--- src/rtl/prescaler_pkg.sv ---
package prescaler_pkg;
  localparam int CNT_W   = 12;
  localparam int RATIO_W = 3;
  localparam int DATA_W  = 8;
  localparam int ADDR_W  = 2;
  localparam int N_CH    = 3;
  localparam int TAP_W   = $clog2(CNT_W + 1);

  // channel indices
  localparam int CH_T2  = 0;
  localparam int CH_T3  = 1;
  localparam int CH_ADC = 2;

  typedef enum logic [ADDR_W-1:0] {
    REG_TMR = 2'd0,
    REG_ADC = 2'd1,
    REG_SRC = 2'd2,
    REG_NONE = 2'd3
  } reg_addr_e;

  // counter width below the tap, i.e. log2 of the division ratio
  function automatic logic [TAP_W-1:0] tap_of(input logic [RATIO_W-1:0] code,
                                              input logic ext);
    logic [TAP_W-1:0] t;
    if (ext && code >= RATIO_W'(6)) t = TAP_W'(code) + TAP_W'(5);
    else                            t = TAP_W'(code) + TAP_W'(1);
    return t;
  endfunction
endpackage

--- src/rtl/prescaler_regs.sv ---
module prescaler_regs
  import prescaler_pkg::*;
(
  input  logic                          clk,
  input  logic                          rst,
  input  logic                          wr_en,
  input  logic [ADDR_W-1:0]             addr,
  input  logic [DATA_W-1:0]             wdata,
  output logic [DATA_W-1:0]             rdata,
  output logic [N_CH-1:0]               ch_en,
  output logic [N_CH-1:0][RATIO_W-1:0]  ch_code,
  output logic                          src_low
);
  logic [DATA_W-1:0] rd_next;

  always_ff @(posedge clk) begin
    if (rst) begin
      ch_en   <= '0;
      ch_code <= '0;
      src_low <= 1'b0;
    end else if (wr_en) begin
      case (reg_addr_e'(addr))
        REG_TMR: begin
          ch_en[CH_T3]   <= wdata[7];
          ch_code[CH_T3] <= wdata[6:4];
          ch_en[CH_T2]   <= wdata[3];
          ch_code[CH_T2] <= wdata[2:0];
        end
        REG_ADC: begin
          ch_en[CH_ADC]   <= wdata[3];
          ch_code[CH_ADC] <= wdata[2:0];
        end
        REG_SRC: src_low <= wdata[0];
        default: ;
      endcase
    end
  end

  always_comb begin
    rd_next = '0;
    case (reg_addr_e'(addr))
      REG_TMR: rd_next = {ch_en[CH_T3], ch_code[CH_T3], ch_en[CH_T2], ch_code[CH_T2]};
      REG_ADC: rd_next = {4'b0000, ch_en[CH_ADC], ch_code[CH_ADC]};
      REG_SRC: rd_next = {{(DATA_W-1){1'b0}}, src_low};
      default: rd_next = '0;
    endcase
  end

  always_ff @(posedge clk) begin
    if (rst) rdata <= '0;
    else     rdata <= rd_next;
  end
endmodule

--- src/rtl/prescaler_divider.sv ---
module prescaler_divider #(
  parameter int W = 12
) (
  input  logic         clk,
  input  logic         rst,
  input  logic         run,
  input  logic         adv,
  output logic [W-1:0] cnt
);
  always_ff @(posedge clk) begin
    if (rst || !run) cnt <= '0;
    else if (adv)    cnt <= cnt + W'(1);
  end
endmodule

--- src/rtl/prescaler_tap.sv ---
module prescaler_tap
  import prescaler_pkg::*;
#(
  parameter bit EXT = 1'b0
) (
  input  logic               clk,
  input  logic               rst,
  input  logic               fire,
  input  logic               en,
  input  logic [RATIO_W-1:0] code,
  input  logic [CNT_W-1:0]   cnt,
  output logic               tick
);
  logic [TAP_W-1:0] tap;
  logic [CNT_W-1:0] mask;
  logic             hit;

  always_comb begin
    tap  = tap_of(code, EXT);
    mask = (CNT_W'(1) << tap) - CNT_W'(1);
    hit  = ((cnt & mask) == mask);
  end

  always_ff @(posedge clk) begin
    if (rst) tick <= 1'b0;
    else     tick <= fire && en && hit;
  end
endmodule

--- src/rtl/periph_prescaler.sv ---
module periph_prescaler
  import prescaler_pkg::*;
(
  input  logic              clk,
  input  logic              rst,
  input  logic              hs_tick,
  input  logic              ls_tick,
  input  logic              presc_on,
  input  logic              wr_en,
  input  logic [ADDR_W-1:0] addr,
  input  logic [DATA_W-1:0] wdata,
  output logic [DATA_W-1:0] rdata,
  output logic              tick_t2,
  output logic              tick_t3,
  output logic              tick_adc
);
  localparam logic [N_CH-1:0] EXT_MASK = N_CH'(1) << CH_T2;

  logic [N_CH-1:0]              ch_en;
  logic [N_CH-1:0][RATIO_W-1:0] ch_code;
  logic                         src_low;
  logic                         src_tick;
  logic [CNT_W-1:0]             div_cnt;
  logic [N_CH-1:0]              ch_tick;

  prescaler_regs u_regs (
    .clk(clk), .rst(rst), .wr_en(wr_en), .addr(addr), .wdata(wdata),
    .rdata(rdata), .ch_en(ch_en), .ch_code(ch_code), .src_low(src_low)
  );

  assign src_tick = src_low ? ls_tick : hs_tick;

  prescaler_divider #(.W(CNT_W)) u_div (
    .clk(clk), .rst(rst), .run(presc_on), .adv(src_tick), .cnt(div_cnt)
  );

  for (genvar i = 0; i < N_CH; i++) begin : g_ch
    prescaler_tap #(.EXT(EXT_MASK[i])) u_tap (
      .clk(clk), .rst(rst), .fire(presc_on && src_tick),
      .en(ch_en[i]), .code(ch_code[i]), .cnt(div_cnt), .tick(ch_tick[i])
    );
  end

  assign tick_t2  = ch_tick[CH_T2];
  assign tick_t3  = ch_tick[CH_T3];
  assign tick_adc = ch_tick[CH_ADC];
endmodule

--- config.mk ---
export PLATFORM = sky130hd
export DESIGN_NAME = periph_prescaler
export DESIGN_NICKNAME = d
export VERILOG_FILES = /design/src/rtl/prescaler_pkg.sv /design/src/rtl/prescaler_regs.sv /design/src/rtl/prescaler_divider.sv /design/src/rtl/prescaler_tap.sv /design/src/rtl/periph_prescaler.sv
export SDC_FILE = /design/constraint.sdc
export NUM_CORES = 1
export LEC_CHECK = 0
export BUFFER_PORTS_ARGS = -buffer_cell sky130_fd_sc_hd__buf_2
export CAP_MARGIN = 0
export CELL_PAD_IN_SITES_DETAIL_PLACEMENT = 0
export CELL_PAD_IN_SITES_GLOBAL_PLACEMENT = 1
export CORE_MARGIN = 2
export CORE_UTILIZATION = 30
export CTS_CLUSTER_DIAMETER = 120
export CTS_CLUSTER_SIZE = 8
export DETAILED_ROUTE_END_ITERATION = 8
export PLACE_DENSITY_LB_ADDON = 0.1
export SLEW_MARGIN = 15
export SYNTH_ARGS = -nofsm -noshare
export SYNTH_HDL_FRONTEND = slang
export SYNTH_SLANG_ARGS = --single-unit
export TNS_END_PERCENT = 100
--- constraint.sdc ---
create_clock -name clk -period 4.1 [get_ports clk]
set_input_delay 0.82 -clock clk [delete_from_list [all_inputs] [get_ports clk]]
set_output_delay 0.82 -clock clk [all_outputs]
set_load 0.1 [all_outputs]
==> run metrics <==
status=complete, no violations; Die X=91.2 µm; Async SR Flop Fraction=0%; GPL Wtd Cong=about 0.94; fmax=0.309 GHz; die area=8330 µm²; Cells after Synth=a little under 300; Detailed Place HPWL=4460 µm; synth-to-layout area growth=11.1%; worst slew pin tran=0.513 ns; later-pin clock latency in the skew report=around 0.29 ns; critical path class=register to register; Post-CTS Repair Setup Buffers=0; vias=2081; Hold Slack=0.492 ns; cell internal pwr=513 µW; fill count=786; Final Critical Period=between 3 and 4 ns; max cap viols=0; first-pass GRT wire length=9940 µm; Slew Viols, Final=0; ANT nets after route=0; WP data required=~4.3 ns; share of post-route cells with drive strength above 1=13.4%; CTS H-tree lvls=2; routed length per instance=approximately 15 µm; P_sw=about 190 µW; power per cell area=278 nW/µm²; Starting Density=between 30% and 40%; Post-CTS Hold Buffers=0; count of flip-flops with a built-in enable after synthesis=0; clock share of power=35.6%; crit share post-route=between 70% and 80%; largest net degree at the start of global routing=20; Metal-1 WL=3110 µm; cts repair resizes=0; Syn Nets=320; Die Ht=91.2 µm; GRT Total Usage=15.1%; post-synth cell types=54; worst min path class=register to register; total I/O pin count=27; Met3 Wirelength=326 µm; CP arrival=3.43 ns; logic gate share of total power=between 10 and 15%; Reg power frac=a little over half; initial antenna violation count=0; crit-path max FO=15; Cell Area, Synth=around 2300 µm²; remaining global-route overflow=0; Lkg Pwr=1.02 nW; Worst-path clk slew=~0.080 ns; diode count=0; Setup Viol. Count Final=0; drt via density=approximately 5.1; Seq cells post-synth=36; Synth Area per Inst=around 7.7 µm²; vias in the first global route=1957; Clock Path Buffers=2; met2 wire length=2670 µm; Core ar.=7330 µm²; drt pass-1 iters=4; final-report hold violation count=0; row cnt=31; CP Launch Type=register; iteration-0 DRC count of the detailed router=96; synth warn=0; VDD IR max=0.124 mV; final WL=6160 µm; Slew headroom=65.8%; ys flop type=dfxtp_1; Switching Share=between 20% and 30%; final setup TNS=0 ns; Final Skew=between 0.008 and 0.009 ns; DRC=0; Num CTS Buffers=5; CTS tree=yes; Root Driver=clkbuf_8; Top Layer Used=met4; Final Net Count=around 330; IO buf count=26; Sink Count=36; post-synthesis sequential area ratio=between 30% and 40%; CP endpoint kind=register; RSZ-0062 raised after global routing=false
-- state kept, by name (all words and copies together), names as in the netlist --
signal	flops
u_regs.rdata	8
u_regs.ch_en	3
u_div.cnt	12
u_regs.src_low	1
g_ch.u_tap.tick	3
u_regs.ch_code	9
-- routing by layer --
| metal | global-route usage, % | vias to the layer above |
|---|---|---|
| li1 | - | 1058 |
| met1 | 21.7 | 953 |
| met2 | 22.8 | 64 |
| met3 | 2.99 | 6 |
| met4 | 4.29 | 0 |
| met5 | 0 | - |
-- stage by stage --
step	setup slack (ns)	cell area (µm²)	cells	util (%)	power, mW
finish	0.863	2540	406	34.6	0.706
global route	0.626	2540	406	34.6	0.745
CTS	0.866	2540	406	34.6	0.721
detailed placement	0.891	2450	398	33.4	0.463
global placement	0.910	2450	398	33.4	0.465
floorplan	0.931	2280	295	-	0.439
-- layout by cell type, fill, tap and decap left out, drive strengths merged, types with 7 or more instances in the layout --
master and n:
nor2 44, dfxtp 36, buf 27, nand2 25, mux2i 14, nor3 14
a21oi 12, o21ai 10, inv 10, xor2 9, ha 9, nand3 7
clkbuf 7
-- final cells by class --
cell class | count | area [µm²] | area share (%)
Tap cell | 99 | 124 | 4.88
Timing Repair Buffer | 27 | 138 | 5.43
Clock inverter | 1 | 8.76 | 0.345
Multi-Input combinational cell | 226 | 1430 | 56.4
Clock buffer | 7 | 76.3 | 3.01
Sequential cell | 36 | 721 | 28.4
Inverter | 10 | 37.5 | 1.48
-- cell usage after synthesis, types with 3 or more instances --
library cell | instances | area, µm²
nor2_1 | 43 | 161
mux2i_1 | 14 | 140
a21oi_1 | 12 | 60.1
nand3b_1 | 5 | 37.5
o21ai_0 | 9 | 45.0
a31oi_1 | 6 | 37.5
or3_1 | 3 | 18.8
and3_1 | 5 | 31.3
nor2b_1 | 3 | 18.8
and2_1 | 6 | 37.5
clkbuf_1 | 22 | 82.6
ha_1 | 9 | 113
nand2_1 | 25 | 93.8
a21o_1 | 3 | 22.5
nand2b_1 | 5 | 31.3
dfxtp_1 | 36 | 721
inv_1 | 8 | 30.0
nand3_1 | 7 | 35.0
or4_1 | 3 | 22.5
xor2_1 | 9 | 78.8
xnor2_1 | 6 | 52.6
nor3_1 | 14 | 70.1
o211ai_1 | 3 | 22.5
-- power by group through the flow --
stage	Sequential, mW	Combinational, mW	Clock, mW
3_5_place_dp	0.376	0.0876	0
2_1_floorplan	0.373	0.0666	0
6_report	0.367	0.0871	0.252
5_1_grt	0.369	0.0987	0.277
3_3_place_gp	0.376	0.0889	0
4_1_cts	0.367	0.0882	0.266
-- cell families (layout without fill, tap and decap cells) --
logic type,Yosys count,count (layout),synth area share (%)
adders and majority gates,9,9,4.93
DFF,36,36,31.6
AOI/OAI and AO/OA,52,52,15.1
xor gates and xnor gates,15,15,5.75
muxes,16,16,7.29
buffers and inverters,33,45,5.75
and+or+nand+nor,133,133,29.5
other,1,1,0.164
-- worst max-delay path: stages (launching register included) --
cell and delay [ns]:
dfxtp_1 0.58, nand2_1 0.19, inv_1 0.14, ha_1 0.27, or3b_1 0.44, ha_1 0.33
xnor2_1 0.18, nor3_1 0.06, a21o_1 0.17, or4_1 0.51, nor4_2 0.25
-- path summary, 6_finish.rpt --
check / startpoint / to / slack [ns] / depth (start not counted)
worst min-delay path: u_regs.src_low / u_regs.src_low / 0.49 / 2
worst max register to register: u_regs.ch_code[7] / g_ch[2].u_tap.tick / 0.86 / 10
worst max-delay path: u_regs.ch_code[7] / g_ch[2].u_tap.tick / 0.86 / 10
worst min register to register: u_regs.src_low / u_regs.src_low / 0.49 / 2
Power figures use the tool's default switching activity.
